**src/rtl/alu_exec_pkg.sv**
```systemverilog
package alu_exec_pkg;

  localparam int INSTR_W = 16;

  typedef enum logic [3:0] {
    ALU_COPY,
    ALU_OR,
    ALU_AND,
    ALU_XOR,
    ALU_ADD,
    ALU_SUB,
    ALU_SHR,
    ALU_SUBN,
    ALU_SHL
  } aluOp_t;

  typedef struct packed {
    aluOp_t aluOp;
    logic   instrActive;
    logic   wrResult;
    logic   wrFlag;
    logic   pcAdvance;
    logic   skipCmp;
    logic   illegal;
  } ctrlStrobes_t;

endpackage

```
**src/rtl/alu_exec_ctrl.sv**
```systemverilog
module alu_exec_ctrl
  import alu_exec_pkg::*;
#(
  parameter int NREG  = 16,
  localparam int IDX_W = $clog2(NREG)
) (
  input  logic                 instrValid,
  input  logic [INSTR_W-1:0]   instrWord,
  output logic [IDX_W-1:0]     xIdx,
  output logic [IDX_W-1:0]     yIdx,
  output ctrlStrobes_t         strobes
);

  localparam logic [3:0] GRP_ALU  = 4'h8;
  localparam logic [3:0] GRP_SKIP = 4'h9;

  logic [3:0] grpField;
  logic [3:0] opField;

  assign grpField = instrWord[15:12];
  assign opField  = instrWord[3:0];
  assign xIdx     = instrWord[8 +: IDX_W];
  assign yIdx     = instrWord[4 +: IDX_W];

  always_comb begin
    strobes             = '0;
    strobes.aluOp       = ALU_COPY;
    strobes.instrActive = instrValid;
    if (instrValid) begin
      unique case (grpField)
        GRP_ALU: begin
          strobes.pcAdvance = 1'b1;
          strobes.wrResult  = 1'b1;
          unique case (opField)
            4'h0: strobes.aluOp = ALU_COPY;
            4'h1: strobes.aluOp = ALU_OR;
            4'h2: strobes.aluOp = ALU_AND;
            4'h3: strobes.aluOp = ALU_XOR;
            4'h4: begin strobes.aluOp = ALU_ADD;  strobes.wrFlag = 1'b1; end
            4'h5: begin strobes.aluOp = ALU_SUB;  strobes.wrFlag = 1'b1; end
            4'h6: begin strobes.aluOp = ALU_SHR;  strobes.wrFlag = 1'b1; end
            4'h7: begin strobes.aluOp = ALU_SUBN; strobes.wrFlag = 1'b1; end
            4'hE: begin strobes.aluOp = ALU_SHL;  strobes.wrFlag = 1'b1; end
            default: begin
              strobes.pcAdvance = 1'b0;
              strobes.wrResult  = 1'b0;
              strobes.illegal   = 1'b1;
            end
          endcase
        end
        GRP_SKIP: begin
          if (opField == 4'h0) strobes.skipCmp = 1'b1;
          else                 strobes.illegal = 1'b1;
        end
        default: strobes.illegal = 1'b1;
      endcase
    end
  end

endmodule

```
**src/rtl/alu_exec_alu.sv**
```systemverilog
module alu_exec_alu
  import alu_exec_pkg::*;
#(
  parameter int DATA_W = 8
) (
  input  aluOp_t              op,
  input  logic [DATA_W-1:0]   opA,
  input  logic [DATA_W-1:0]   opB,
  output logic [DATA_W-1:0]   result,
  output logic                flagBit
);

  logic [DATA_W:0] sumWide;

  assign sumWide = {1'b0, opA} + {1'b0, opB};

  always_comb begin
    result  = opB;
    flagBit = 1'b0;
    unique case (op)
      ALU_COPY: result = opB;
      ALU_OR:   result = opA | opB;
      ALU_AND:  result = opA & opB;
      ALU_XOR:  result = opA ^ opB;
      ALU_ADD: begin
        result  = sumWide[DATA_W-1:0];
        flagBit = sumWide[DATA_W];
      end
      ALU_SUB: begin
        result  = opA - opB;
        flagBit = opA > opB;
      end
      ALU_SUBN: begin
        result  = opB - opA;
        flagBit = opB > opA;
      end
      ALU_SHR: begin
        result  = opA >> 1;
        flagBit = opA[0];
      end
      ALU_SHL: begin
        result  = opA << 1;
        flagBit = opA[DATA_W-1];
      end
      default: begin
        result  = opB;
        flagBit = 1'b0;
      end
    endcase
  end

endmodule

```
**src/rtl/alu_exec_dp.sv**
```systemverilog
module alu_exec_dp
  import alu_exec_pkg::*;
#(
  parameter int                DATA_W   = 8,
  parameter int                NREG     = 16,
  parameter int                PC_W     = 12,
  parameter logic [PC_W-1:0]   PC_RESET = 12'h200,
  localparam int               IDX_W    = $clog2(NREG)
) (
  input  logic               clk,
  input  logic               rst,
  input  ctrlStrobes_t       strobes,
  input  logic [IDX_W-1:0]   xIdx,
  input  logic [IDX_W-1:0]   yIdx,
  input  logic               dbgWrEn,
  input  logic [IDX_W-1:0]   dbgWrAddr,
  input  logic [DATA_W-1:0]  dbgWrData,
  input  logic [IDX_W-1:0]   dbgRdAddr,
  output logic [DATA_W-1:0]  dbgRdData,
  output logic [PC_W-1:0]    pcOut,
  output logic               illegalPulse
);

  localparam int FLAG_IDX = NREG - 1;
  localparam logic [PC_W-1:0] STEP_ONE = PC_W'(2);
  localparam logic [PC_W-1:0] STEP_TWO = PC_W'(4);

  logic [NREG-1:0][DATA_W-1:0] regBank;
  logic [DATA_W-1:0]           vxVal;
  logic [DATA_W-1:0]           vyVal;
  logic [DATA_W-1:0]           aluResult;
  logic                        aluFlag;
  logic [DATA_W-1:0]           flagWord;
  logic                        dbgAllowed;
  logic [PC_W-1:0]             pcQ;
  logic                        illegalQ;

  assign vxVal      = regBank[xIdx];
  assign vyVal      = regBank[yIdx];
  assign flagWord   = DATA_W'(aluFlag);
  assign dbgAllowed = dbgWrEn && !strobes.instrActive;
  assign dbgRdData  = regBank[dbgRdAddr];

  alu_exec_alu #(.DATA_W(DATA_W)) u_alu (
    .op      (strobes.aluOp),
    .opA     (vxVal),
    .opB     (vyVal),
    .result  (aluResult),
    .flagBit (aluFlag)
  );

  for (genvar g = 0; g < NREG; g++) begin : g_reg
    logic resultWe;
    logic flagWe;
    logic dbgWe;

    assign resultWe = strobes.wrResult && (xIdx == IDX_W'(g));
    assign flagWe   = strobes.wrFlag && (g == FLAG_IDX);
    assign dbgWe    = dbgAllowed && (dbgWrAddr == IDX_W'(g));

    always_ff @(posedge clk) begin
      if (rst)           regBank[g] <= '0;
      else if (flagWe)   regBank[g] <= flagWord;
      else if (resultWe) regBank[g] <= aluResult;
      else if (dbgWe)    regBank[g] <= dbgWrData;
    end
  end

  always_ff @(posedge clk) begin
    if (rst) begin
      pcQ      <= PC_RESET;
      illegalQ <= 1'b0;
    end else begin
      illegalQ <= strobes.illegal;
      if (strobes.skipCmp)
        pcQ <= pcQ + ((vxVal != vyVal) ? STEP_TWO : STEP_ONE);
      else if (strobes.pcAdvance)
        pcQ <= pcQ + STEP_ONE;
    end
  end

  assign pcOut        = pcQ;
  assign illegalPulse = illegalQ;

endmodule

```
**src/rtl/alu_exec_unit.sv**
```systemverilog
module alu_exec_unit
  import alu_exec_pkg::*;
#(
  parameter int                DATA_W   = 8,
  parameter int                NREG     = 16,
  parameter int                PC_W     = 12,
  parameter logic [PC_W-1:0]   PC_RESET = 12'h200,
  localparam int               IDX_W    = $clog2(NREG)
) (
  input  logic               clk,
  input  logic               rst,
  input  logic               instrValid,
  input  logic [15:0]        instrWord,
  input  logic               dbgWrEn,
  input  logic [IDX_W-1:0]   dbgWrAddr,
  input  logic [DATA_W-1:0]  dbgWrData,
  input  logic [IDX_W-1:0]   dbgRdAddr,
  output logic [DATA_W-1:0]  dbgRdData,
  output logic [PC_W-1:0]    pcOut,
  output logic               illegalPulse
);

  ctrlStrobes_t     strobes;
  logic [IDX_W-1:0] xIdx;
  logic [IDX_W-1:0] yIdx;

  alu_exec_ctrl #(.NREG(NREG)) u_ctrl (
    .instrValid (instrValid),
    .instrWord  (instrWord),
    .xIdx       (xIdx),
    .yIdx       (yIdx),
    .strobes    (strobes)
  );

  alu_exec_dp #(
    .DATA_W   (DATA_W),
    .NREG     (NREG),
    .PC_W     (PC_W),
    .PC_RESET (PC_RESET)
  ) u_dp (
    .clk          (clk),
    .rst          (rst),
    .strobes      (strobes),
    .xIdx         (xIdx),
    .yIdx         (yIdx),
    .dbgWrEn      (dbgWrEn),
    .dbgWrAddr    (dbgWrAddr),
    .dbgWrData    (dbgWrData),
    .dbgRdAddr    (dbgRdAddr),
    .dbgRdData    (dbgRdData),
    .pcOut        (pcOut),
    .illegalPulse (illegalPulse)
  );

endmodule

```
**config.mk**
```make
export PLATFORM = sky130hd
export DESIGN_NAME = alu_exec_unit
export DESIGN_NICKNAME = d
export VERILOG_FILES = /design/src/rtl/alu_exec_pkg.sv /design/src/rtl/alu_exec_ctrl.sv /design/src/rtl/alu_exec_alu.sv /design/src/rtl/alu_exec_dp.sv /design/src/rtl/alu_exec_unit.sv
export SDC_FILE = /design/constraint.sdc
export NUM_CORES = 1
export LEC_CHECK = 0
export BUFFER_PORTS_ARGS = -buffer_cell sky130_fd_sc_hd__buf_2
export CORE_AREA = 2 2 186 188
export CTS_BUF_LIST = sky130_fd_sc_hd__clkbuf_4 sky130_fd_sc_hd__clkbuf_8
export DETAILED_ROUTE_END_ITERATION = 10
export DIE_AREA = 0 0 188 190
export MAX_ROUTING_LAYER = met4
export PLACE_DENSITY = 0.56
export SYNTH_ARGS = -nofsm -noshare
export SYNTH_HDL_FRONTEND = slang
export SYNTH_SLANG_ARGS = --single-unit
```
**constraint.sdc**
```tcl
create_clock -name clk -period 7.5 [get_ports clk]
set_input_delay 2.25 -clock clk [delete_from_list [all_inputs] [get_ports clk]]
set_output_delay 2.25 -clock clk [all_outputs]
set_load 0.005 [all_outputs]
```
After elaboration in Yosys (flattened, before gate mapping)
Index checks and enable logic that the tools add are counted.

Memories: 0. ROM bits: 0. Memory bits (writable): 0. Latch bits: 0. Register bits after elaboration: 141.

Muxes and demuxes: 56. Magnitude comparators: 5. Bitwise gates (word level): 4. Shifts and indexed selects: 0. Equal/unequal tests: 49. Divide/modulo/power cells: 0. $add $sub $neg: 5. Multipliers: 0. Reductions and logical operators: 59.

Operator list (number): 2-to-1 mux 8 bit (35); binary-select mux 8 bit (select 4 bit) (3); equality test 4 bit (second input constant) (20); equality test 4 x 3 -> 1 bit (second input constant) (16); case mux 8 bit (8 select lines) (1); nonzero test 2 bit (17); logical AND 1 bit (33); equality test 4 x 2 -> 1 bit (second input constant) (8); case mux 4 bit (8 select lines) (1); 2-to-1 mux 12 bit (2); equality test 4 x 1 -> 1 bit (second input constant) (4); greater-than comparator 8 bit (2); subtractor 8 bit (2); less-than comparator 4 x 5 -> 1 bit (second input constant) (3); adder 12 bit (1); adder 12 x 2 -> 12 bit (second input constant) (1); zero test 4 bit (3); adder 8 x 8 -> 9 bit (1); OR reduction 9 bit (1); AND 8 bit (1); 2-to-1 mux 4 bit (2); inequality test 8 bit (1); OR 8 bit (1); XOR 8 bit (1); 10 further kinds (18).

Longest topological paths before layout
Gate-level depths: netlist of run 1.

Word-level depth: 8. Gate-level depth with buffers: 20.

By module
From an unflattened synthesis of run 1, not the netlist that was laid out.

Cells, all modules: 1201. Area, all modules: 11564.8 µm².

By module, submodules not included: alu_exec_dp (instances 1, area each 9382.7 µm², cells an instance 891); alu_exec_alu (instances 1, area each 1975.6 µm², cells an instance 281); alu_exec_ctrl (instances 1, area each 206.4 µm², cells an instance 29).

Worst setup path before layout of run 1
OpenSTA, ideal clock, no wires.

Path kind: input to output. Start point: input port dbgRdAddr[1]. End point: output port dbgRdData[2]. Stages on the path: 5. Arrival time: 4.061 ns. Slack: 1.189 ns. Cells stage by stage: clkbuf_1 > clkbuf_1 > clkbuf_1 > mux4_2 > mux4_2.

Word-level cells in the longest chain between the ends: 2.

Ends and longest elaborated chain: start, declared (line alu_exec_unit.sv:17) `input logic [IDX_W-1:0] dbgRdAddr,`; binary-select mux 8 bit (select 4 bit) (line alu_exec_dp.sv:42) `assign dbgRdData = regBank[dbgRdAddr];`; 2-to-1 mux 8 bit (implied by the code) (line alu_exec_dp.sv:42); end, declared (line alu_exec_unit.sv:18) `output logic [DATA_W-1:0] dbgRdData,`.

No other way between the ends. The select of a mux whose other input is x is not followed.

Final worst setup path of run 1
Start point: input port dbgRdAddr[0]. End point: output port dbgRdData[3].

The elaborated chain is that of the path after synthesis.

==> results of run 1 <==
synthesized netlist by cell type, drive strengths merged, types with 5 or more instances:
library cell	instances	area share, %
a2111oi	5	0.54
a211oi	175	12
a21o	6	0.39
a21oi	24	1.0
a221oi	10	1.1
a22o	5	0.38
a22oi	20	1.3
and3	33	1.8
buf	58	3.4
clkbuf	46	1.5
clkinv	5	0.16
dfxtp	140	24
ha	34	3.7
inv	27	0.87
mux2	48	4.7
mux2i	24	2.2
mux4	102	20
nand2	41	1.3
nand2b	9	0.49
nand3	25	1.1
nand4	6	0.32
nor2	116	3.8
nor2b	62	3.3
nor3	32	1.7
nor3b	7	0.50
nor4	5	0.27
nor4b	5	0.89
o211ai	9	0.58
o21ai	14	0.64
o221ai	5	0.49
o31ai	6	0.43
or3	5	0.27
xor2	6	0.45
layout make-up:
type	count	area, sq um
clock buffer	18	248
clock inverter	14	231
fill	3367	21300
inverter	32	120
multi-input combinational	897	8130
sequential	140	2800
tap	455	569
timing repair buffer	87	543
flip-flops by register name, summed over array words and instances (netlist names):
name / cells
u_dp.regBank: 128
u_dp.illegalPulse: 1
u_dp.pcOut: 11
power groups by stage:
stage / Combinational, mW / Sequential, mW / Clock, mW
final: 0.240 / 0.758 / 0.782
after global routing: 0.256 / 0.759 / 0.817
after CTS: 0.236 / 0.757 / 0.790
after detailed placement: 0.236 / 0.775 / 0
after global placement: 0.234 / 0.775 / 0
after floorplan: 0.173 / 0.770 / 0
stage by stage:
stage | hold slack (ns) | std cells | total power [mW]
global route | 0.501 | 1643 | 1.83
finish | 0.483 | 1643 | 1.78
CTS | 0.489 | 1643 | 1.78
detailed placement | 0.476 | 1611 | 1.01
floorplan | 0.474 | 1173 | 0.944
global placement | 0.472 | 1611 | 1.01
final timing paths:
check                                      start               end  slack [ns]  cells after the start
worst max-delay path                dbgRdAddr[0]      dbgRdData[3]        1.07                      5
worst min register to register    u_dp.pcOut[11]    u_dp.pcOut[11]        0.48                      2
worst min-delay path              u_dp.pcOut[11]    u_dp.pcOut[11]        0.48                      2
worst max register to register  u_dp.regBank[64]  u_dp.regBank[70]        2.96                     13
kinds of logic (layout without fill, tap and decap cells):
logic type      count (synthesis)  after routing  share of synthesized area, %
simple gates                  366            366                          17.4
other cells                     1              1                        0.0323
flops                         140            140                          24.1
mux                           174            174                          26.7
xor+xnor                        9              9                         0.679
compound gates                309            309                          20.9
buf+inv                       136            151                          5.87
fa+ha+maj                      38             38                          4.35
routing by layer:
metal  global-route usage, %  vias to the layer above
met2                    36.6                      634
met5                       -                        -
met4                    7.18                        0
met1                    31.7                     5141
li1                        -                     4602
met3                    4.17                       52
tightest hold or removal path, cell delays in order, from the launching register on:
cell and delay [ns]:
sky130_fd_sc_hd__dfxtp_1 0.32, sky130_fd_sc_hd__o21ai_0 0.07, sky130_fd_sc_hd__a21oi_1 0.06
==> metrics.log, run 1 <==
INFO  metric pre_cts_slack = around 0.75 ns
INFO  metric cts_repair_resize_count = 0
INFO  metric min_period_over_period = 85.7%
INFO  metric met3_length = 3.65 mm
INFO  metric report.final.hold_viol_count = 0
INFO  metric min_path_type = reg -> reg
INFO  metric viasPerCell = 6.35
INFO  metric portBuffers = 55
INFO  metric internal-power = 1.25 mW
INFO  metric route.top_layer_used = met4
INFO  metric overall_fraction_of_global_route_tracks_in_use = between 20% and 30%
INFO  metric floorplan.rows = between 60 and 70
INFO  metric crit_slowest_cell = sky130_fd_sc_hd__mux4_2
INFO  metric rsz0062_at_grt = no
INFO  metric via_count = 10400
INFO  metric criticalPathCategory = in -> out
INFO  metric synth_instances = 1173
INFO  metric top_ff_cell_synth = sky130_fd_sc_hd__dfxtp_1
INFO  metric post_synthesis_sequential_element_count = 140
INFO  metric final_antenna_diode_count = 0
INFO  metric synth_area = 11600 sq um
INFO  metric setup-violations-final = 0
INFO  metric crit_arrival = ~4.2 ns
INFO  metric dr.pass1.iters = 6
INFO  metric final_net_count = 1249
INFO  metric cts_tree = yes
INFO  metric gp_congestion = between 0.9 and 1
INFO  metric cp-end-kind = output port
INFO  metric detailedRoute.firstIterationViolations = 1243
INFO  metric numCtsBuffers = 17
INFO  metric clk_pin_slew = 0.08 ns
INFO  metric route.antenna.remaining_nets = 0
INFO  metric synth_seq_area_share = about a quarter
INFO  metric maxClockFrequency = 156 MHz
INFO  metric cts_setup_buffers = 0
INFO  metric path_delay_family = multiplexers
INFO  metric setup_ws = 1.07 ns
INFO  metric max_cap_viol_count = 0
INFO  metric synth_edf_count = 0
INFO  metric clock-root-buffer = sky130_fd_sc_hd__clkbuf_8
INFO  metric die-area = 35700 sq um
INFO  metric placed_cell_area = 12200 sq um
INFO  metric layout_commonest_cell = sky130_fd_sc_hd__a211oi_1
INFO  metric dp_hpwl = 30.9 mm
INFO  metric crit_path_max_incr_delay = 0.53 ns
INFO  metric synthArstFlopShare = 0%
INFO  metric cts.path.max_buffers = 2
INFO  metric power.density = 141 nW/um^2
INFO  metric maximum_number_of_pins_on_one_net_before_global_route_repair = 83
INFO  metric yosys_warnings = 0
INFO  metric number_of_top_level_pins = 57
INFO  metric postSynthNetCount = 1247
INFO  metric run_status = finished, final reports clean
INFO  metric route.met2.wl = between 15 and 20 mm
INFO  metric crit_fanout = 17
INFO  metric netSwitchingPower = 0.529 mW
INFO  metric clockPowerShare = 43.9%
INFO  metric sw_frac_of_total = between 20 and 30%
INFO  metric chipWidth = about 190 microns
INFO  metric grt_remaining_overflow = 0
INFO  metric drive_gt1_share = 26.3%
INFO  metric cp.buffers_inverters = 3
INFO  metric fin_tns_setup = 0 ns
INFO  metric worst_ir_drop_vdd = roughly 0.11 mV
INFO  metric finalWorstPathRequiredPeriod = 6.43 ns
INFO  metric cts_max_level = 4
INFO  metric grt_pass1_vias = 9853
INFO  metric clock_skew = 0.0278 ns
INFO  metric most-common-layout-cells = sky130_fd_sc_hd__a211oi_1, sky130_fd_sc_hd__dfxtp_1, sky130_fd_sc_hd__nor2_1
INFO  metric grt_antenna_before_repair = 0
INFO  metric clock-sinks = 140
INFO  metric core_region_area = 33900 sq um
INFO  metric leakage = 4.42 nW
INFO  metric met1_length = 17.9 mm
INFO  metric post_synthesis_area_per_instance = 9.90 sq um
INFO  metric flow.area_growth_from_synthesis = 8.97%
INFO  metric cts_hold_buf = 0
INFO  metric route.detailed.drc = 0
INFO  metric totalWireLength = 41.6 mm
INFO  metric clk_latency = 0.49 ns
INFO  metric wire_length_of_the_first_global_routing_pass = approximately 63 mm
INFO  metric die_h = approximately 190 microns
INFO  metric worst_pin_slew = 1.16 ns
INFO  metric seq_power_share = a little over two fifths
INFO  metric final_design_area_no_fill = 12600 sq um
INFO  metric cp_cell_sequence = buf_2 -> buf_12 -> mux4_2 -> mux4_2 -> buf_2
INFO  metric setup.worst_path.start_class = input pin
INFO  metric start_util = 34.2%
INFO  metric routed_wire_length_per_instance = around 25 microns
INFO  metric timing.critical_path.required = roughly 5.3 ns
INFO  metric power.combinational.fraction = between 10% and 20%
INFO  metric count_of_unique_library_cells_instantiated_by_yosys = 90
INFO  metric finalMaxSlewViolations = 0
INFO  metric layout.core_utilization = 37.3%
INFO  metric timing.max_slew.rel_slack = ~22%
Note: power is estimated with default switching activity, not from simulation.
==> run 2: changes to the inputs <==
- CELL_PAD_IN_SITES_DETAIL_PLACEMENT: not set -> 1
- CELL_PAD_IN_SITES_GLOBAL_PLACEMENT: not set -> 2
- CORE_AREA: 2 2 186 188 -> 2 2 200 202
- DIE_AREA: 0 0 188 190 -> 0 0 202 204
- PLACE_DENSITY: 0.56 -> 0.68
==> run 2 against run 1 <==
  * First-iteration DRC count fell by 38%
  * Clock power fell by 19%
  * Worst setup slack got worse by 0.095 ns
  * Sequential share of layout area is 0.057 points lower
  * Utilization is 4.9 points lower
  * Flip-flop and latch count is the same
  * Final area rose by 0.26%
==> metrics.log, run 2 (same netlist as run 1, synthesis figures left out) <==
INFO  metric run_status = finished, final reports clean
INFO  metric crit_path_max_incr_delay = 0.58 ns
INFO  metric cts_setup_buffers = 0
INFO  metric cts.path.max_buffers = 2
INFO  metric leakage = 4.39 nW
INFO  metric cts_tree = yes
INFO  metric cp-end-kind = flop
INFO  metric worst_ir_drop_vdd = 0.0869 mV
INFO  metric largest_register_ff_count = 128
INFO  metric clock-root-buffer = sky130_fd_sc_hd__clkbuf_8
INFO  metric grt_antenna_before_repair = 0
INFO  metric routed_wire_length_per_instance = 27.0 microns
INFO  metric timing.critical_path.required = between 7 and 8 ns
INFO  metric min_path_type = reg -> reg
INFO  metric crit_slowest_cell = sky130_fd_sc_hd__mux4_2
INFO  metric pre_cts_slack = approximately 0.52 ns
INFO  metric clk_pin_slew = 0.09 ns
INFO  metric most-common-layout-cells = sky130_fd_sc_hd__a211oi_1, sky130_fd_sc_hd__dfxtp_1, sky130_fd_sc_hd__nor2_1
INFO  metric overall_fraction_of_global_route_tracks_in_use = a little under a quarter
INFO  metric clock_skew = between 0.01 and 0.015 ns
INFO  metric setup_ws = between 0.9 and 1 ns
INFO  metric cp_cell_sequence = buf_2 -> mux4_2 -> a22o_1 -> a221oi_2 -> inv_1 -> ha_1 -> fa_1 -> and3_1 -> o211ai_1 -> a211oi_1 -> nor4_1 -> a41oi_4 -> a222oi_1 -> nor2_1
INFO  metric maximum_number_of_pins_on_one_net_before_global_route_repair = 54
INFO  metric via_count = ~10000
INFO  metric chipWidth = 202 microns
INFO  metric portBuffers = 55
INFO  metric crit_arrival = roughly 6.9 ns
INFO  metric floorplan.rows = 73
INFO  metric grt_pass1_vias = 10700
INFO  metric criticalPathCategory = in -> reg
INFO  metric layout_commonest_cell = sky130_fd_sc_hd__a211oi_1
INFO  metric report.final.hold_viol_count = 0
INFO  metric maxClockFrequency = 153 MHz
INFO  metric number_of_top_level_pins = 57
INFO  metric die-area = 41200 sq um
INFO  metric cts_repair_resize_count = 0
INFO  metric timing.max_slew.rel_slack = 18.1%
INFO  metric finalMaxSlewViolations = 0
INFO  metric drive_gt1_share = 26.5%
INFO  metric flow.area_growth_from_synthesis = 9.25%
INFO  metric fin_tns_setup = 0 ns
INFO  metric clk_latency = just under 0.5 ns
INFO  metric worst_pin_slew = between 1 and 1.5 ns
INFO  metric dp_hpwl = 34.8 mm
INFO  metric detailedRoute.firstIterationViolations = 771
INFO  metric start_util = 29.6%
INFO  metric cts_hold_buf = 0
INFO  metric cts_max_level = 4
INFO  metric die_h = 204 microns
INFO  metric final_net_count = 1252
INFO  metric clock-sinks = 140
INFO  metric grt_remaining_overflow = 0
INFO  metric setup.worst_path.start_class = input pin
INFO  metric power.density = 130 nW/um^2
INFO  metric hold-worst-slack = 0.532 ns
INFO  metric totalWireLength = 46.4 mm
INFO  metric viasPerCell = approximately 6.1
INFO  metric crit_fanout = 16
INFO  metric route.antenna.remaining_nets = 0
INFO  metric final_antenna_diode_count = 0
INFO  metric gp_congestion = 0.919
INFO  metric numCtsBuffers = 17
INFO  metric max_cap_viol_count = 0
INFO  metric route.detailed.drc = 0
INFO  metric dr.pass1.iters = 5
INFO  metric core_region_area = 39200 sq um
INFO  metric setup-violations-final = 0
INFO  metric max_flop_register = u_dp.regBank
INFO  metric wire_length_of_the_first_global_routing_pass = 70.5 mm
INFO  metric finalWorstPathRequiredPeriod = 6.53 ns
INFO  metric rsz0062_at_grt = no
INFO  metric min_period_over_period = between 80% and 90%
run 2: cell type report:
class | instances | area [sq um]
fillers | 4471 | 26500
multi-input cells | 897 | 8140
flip-flops and latches | 140 | 2800
well taps | 525 | 657
repair buffers | 90 | 566
clock buffers | 23 | 310
inverters | 32 | 120
clock inverters | 9 | 86.3
run 2: stage by stage:
step	total power, mW	instances	util, %	area, sq um
final	1.64	1716	32.4	12700
after global routing	1.71	1716	32.4	12700
after CTS	1.66	1716	32.4	12700
after detailed placement	1.02	1684	31.4	12300
after global placement	1.02	1684	31.4	12300
after floorplan	0.944	1173	-	11600
run 2: worst max-delay path: cells and delay by family:
family	cells	cell delay (ns)
AOI/OAI and AO/OA	6	1.89
and+or+nand+nor	3	0.85
adders and majority gates	2	0.70
buffers and inverters	2	0.60
muxes	1	0.58
run 2: layer usage:
layer  global-route usage (%)  share of wire (%)
met5                        -                  0
met4                     8.98                3.3
met3                     3.52                5.8
met2                     37.4                 48
met1                     29.9                 43
run 2: final timing paths:
check                         from          endpoint  slack [ns]  depth (start not counted)
hold / removal      u_dp.pcOut[11]    u_dp.pcOut[11]        0.53                          2
setup reg to reg  u_dp.regBank[72]  u_dp.regBank[70]        2.85                         13
hold reg to reg     u_dp.pcOut[11]    u_dp.pcOut[11]        0.53                          2
setup / recovery      instrWord[4]  u_dp.regBank[70]        0.97                         14
run 2: power breakdown:
part           leakage (nW)  internal (mW)  switching (mW)
clock network         0.201          0.309           0.327
logic                  3.06         0.0882           0.162
registers              1.13          0.749         0.00868
==> run 3: changes to the inputs <==
- ABC_AREA: not set -> 1
- CORE_AREA: 2 2 200 202 -> 2 2 203 205
- DIE_AREA: 0 0 202 204 -> 0 0 205 207
- PLACE_DENSITY: 0.68 -> 0.8
==> run 3 against run 2 <==
  * Critical path depth up 10
  * Cell count increased by 51%
  * Via count increased by 42%
  * Area after synthesis up 3.4%
  * Maximum frequency up 0.80%
  * Synthesized cell count increased by 75%
  * Critical path type unchanged
==> metrics.log, run 3 <==
INFO  metric run_status = finished, final reports clean
INFO  metric route.antenna.remaining_nets = 0
INFO  metric stdcell_count = 2585
INFO  metric start_util = between 20 and 30%
INFO  metric yosys-top-cells-area = sky130_fd_sc_hd__dfxtp_1, sky130_fd_sc_hd__nand2_1, sky130_fd_sc_hd__o21ai_0
INFO  metric cp_cell_sequence = buf_2 -> inv_1 -> nor2_2 -> buf_4 -> nand2_1 -> nand4_1 -> nand2_1 -> nand2_1 -> nor2_1 -> ha_1 -> inv_1 -> nand2_1 -> nor2_1 -> and2_1 -> nor2_1 -> inv_1 -> ha_1 -> inv_1 -> fa_1 -> nor4_1 -> nand2_1 -> nor4_1 -> o21ai_0 -> a21oi_1
INFO  metric clk_latency = 0.54 ns
INFO  metric crit_path_max_incr_delay = 0.62 ns
INFO  metric detailedRoute.firstIterationViolations = 1663
INFO  metric numCtsBuffers = 17
INFO  metric synth_instances = 2052
INFO  metric synth_area = about 12000 sq um
INFO  metric setup-violations-final = 0
INFO  metric grt_pass1_vias = 14500
INFO  metric layout_commonest_cell = sky130_fd_sc_hd__nand2_1
INFO  metric worst_pin_slew = 1.19 ns
INFO  metric clk_pin_slew = 0.08 ns
INFO  metric min_period_over_period = 86.3%
INFO  metric finalMaxSlewViolations = 0
INFO  metric cts_repair_resize_count = 0
INFO  metric core_region_area = between 40000 and 50000 sq um
INFO  metric number_of_top_level_pins = 57
INFO  metric most-common-layout-cells = sky130_fd_sc_hd__nand2_1, sky130_fd_sc_hd__o21ai_0, sky130_fd_sc_hd__a21oi_1
INFO  metric rsz0062_at_grt = no
INFO  metric final_antenna_diode_count = 0
INFO  metric netlist.area_leader.share = 23.4%
INFO  metric cts_max_level = 4
INFO  metric fin_tns_setup = 0 ns
INFO  metric seq_power_share = 40.0%
INFO  metric hold-worst-slack = 0.477 ns
INFO  metric setup.worst_path.start_class = input pin
INFO  metric chipWidth = 205 microns
INFO  metric via_count = approximately 15000
INFO  metric drive_gt1_share = 7.74%
INFO  metric count_of_unique_library_cells_instantiated_by_yosys = 43
INFO  metric synth_seq_area_share = 23.4%
INFO  metric post_synthesis_sequential_element_count = 140
INFO  metric power.density = roughly 150 nW/um^2
INFO  metric pre_cts_slack = roughly 0.56 ns
INFO  metric totalWireLength = about 62 mm
INFO  metric viasPerCell = 5.78
INFO  metric flow.area_growth_from_synthesis = 8.96%
INFO  metric die-area = 42400 sq um
INFO  metric final_net_count = 2114
INFO  metric path_delay_family = simple AND/OR/NAND/NOR gates
INFO  metric postSynthNetCount = 2126
INFO  metric clock-root-buffer = sky130_fd_sc_hd__clkbuf_8
INFO  metric cts_setup_buffers = 0
INFO  metric leakage = 5.47 nW
INFO  metric cts_tree = yes
INFO  metric route.detailed.drc = 0
INFO  metric synth_most_common_cell = sky130_fd_sc_hd__nand2_1
INFO  metric max_cap_viol_count = 0
INFO  metric fillCellCount = 5511
INFO  metric max_flop_register = u_dp.regBank
INFO  metric largest_register_ff_count = 128
INFO  metric criticalPathCategory = in -> reg
INFO  metric maximum_number_of_pins_on_one_net_before_global_route_repair = 72
INFO  metric internal-power = 1.20 mW
INFO  metric ys_top_cells_by_count = sky130_fd_sc_hd__nand2_1, sky130_fd_sc_hd__o21ai_0, sky130_fd_sc_hd__a21oi_1
INFO  metric sw_frac_of_total = 37.2%
INFO  metric post_synthesis_area_per_instance = 5.85 sq um
INFO  metric setup_ws = just over 1 ns
INFO  metric dr.pass1.iters = 5
INFO  metric synth_edf_count = 0
INFO  metric setup.reg_to_reg.worst_slack = 3.03 ns
INFO  metric synthArstFlopShare = 0%
INFO  metric grt_remaining_overflow = 0
INFO  metric dp_hpwl = between 40 and 50 mm
INFO  metric worst_ir_drop_vdd = 0.143 mV
INFO  metric timing.max_slew.rel_slack = approximately 20%
INFO  metric cts.path.max_buffers = 2
INFO  metric yosys_top_cell_by_area = sky130_fd_sc_hd__dfxtp_1
INFO  metric cp.buffers_inverters = 6
INFO  metric netSwitchingPower = 0.711 mW
INFO  metric top_ff_cell_synth = sky130_fd_sc_hd__dfxtp_1
INFO  metric clockPowerShare = 37.6%
INFO  metric clock-sinks = 140
INFO  metric crit_slowest_cell = sky130_fd_sc_hd__nor2_2
INFO  metric cts_hold_buf = 0
INFO  metric gp_congestion = 0.996
INFO  metric clock_skew = 0.0253 ns
INFO  metric combined_area_of_the_multi_input_logic_cells = 7820 sq um
INFO  metric power.combinational.fraction = 22.4%
INFO  metric grt_antenna_before_repair = 0
INFO  metric timing.critical_path.required = ~8.0 ns
INFO  metric die_h = 207 microns
INFO  metric crit_arrival = roughly 6.9 ns
INFO  metric portBuffers = 55
INFO  metric min_path_type = reg -> reg
INFO  metric path_common_cell = sky130_fd_sc_hd__nand2_1
INFO  metric floorplan.rows = 74
INFO  metric maxClockFrequency = approximately 150 MHz
INFO  metric wire_length_of_the_first_global_routing_pass = 93.9 mm
INFO  metric crit_fanout = 15
INFO  metric layout.area.seq = around 2800 sq um
INFO  metric report.final.hold_viol_count = 0
INFO  metric overall_fraction_of_global_route_tracks_in_use = 30.3%
INFO  metric routed_wire_length_per_instance = around 24 microns
INFO  metric finalWorstPathRequiredPeriod = between 6 and 7 ns
INFO  metric cp-end-kind = flop
INFO  metric numPlacedInstances = 2553
INFO  metric yosys_warnings = 0
run 3: logic make-up (layout without fill, tap and decap cells):
family / after synthesis / count (layout) / share of synthesized area [%]
AOI/OAI and AO/OA: 676 / 676 / 30.1
xor gates and xnor gates: 9 / 9 / 0.657
adders and majority gates: 38 / 38 / 4.21
buffers and inverters: 341 / 342 / 11.5
DFF: 140 / 140 / 23.4
other: 1 / 1 / 0.0313
and+or+nand+nor: 847 / 847 / 30.2
run 3: layer usage:
layer | global-route usage (%) | vias up | routed length, microns
met2 | 44.7 | 683 | 27400
met3 | 3.74 | 121 | 4650
li1 | - | 6855 | -
met4 | 11.2 | 0 | 2190
met5 | - | - | 0
met1 | 42.0 | 7282 | 28200
run 3: metrics by stage:
step | power (mW) | utilization (%) | cell area (sq um)
floorplan | 1.03 | - | 12000
global placement | 1.19 | 31.3 | 12600
detailed placement | 1.20 | 31.3 | 12600
CTS | 1.90 | 32.4 | 13100
global route | 1.98 | 32.4 | 13100
finish | 1.91 | 32.4 | 13100
run 3: worst reg2reg max path, delay by kind of cell, from the launching register on:
| kind | cells | cell delay (ns) |
|---|---|---|
| flip-flops | 1 | 0.47 |
| adder cells (fa/ha/maj) | 3 | 1.03 |
| AND/OR/NAND/NOR | 10 | 1.79 |
| AO/OA/AOI/OAI | 4 | 0.51 |
| buffers and inverters | 5 | 0.59 |
run 3: area by class of cell:
type                       count  share of cell area (%)
sequential                   140                    21.4
multi-input combinational   1571                    59.8
clock inverter                14                    1.38
clock buffer                  18                    1.90
inverter                     229                    6.58
tap                          532                    5.09
timing repair buffer          81                    3.83
run 3: worst paths after layout:
kind | start | end | cells after the start
setup / recovery | instrWord[9] | u_dp.pcOut[11] | 24
hold / removal | u_dp.pcOut[11] | u_dp.pcOut[11] | 1
setup reg to reg | u_dp.regBank[14] | u_dp.pcOut[11] | 22
hold reg to reg | u_dp.pcOut[11] | u_dp.pcOut[11] | 1
run 3: power by group through the flow:
stage	logic (mW)	registers, mW	clock network [mW]
after floorplan	0.251	0.775	0
after global placement	0.409	0.780	0
after detailed placement	0.415	0.780	0
after CTS	0.416	0.763	0.726
after global routing	0.456	0.765	0.754
final	0.427	0.764	0.719
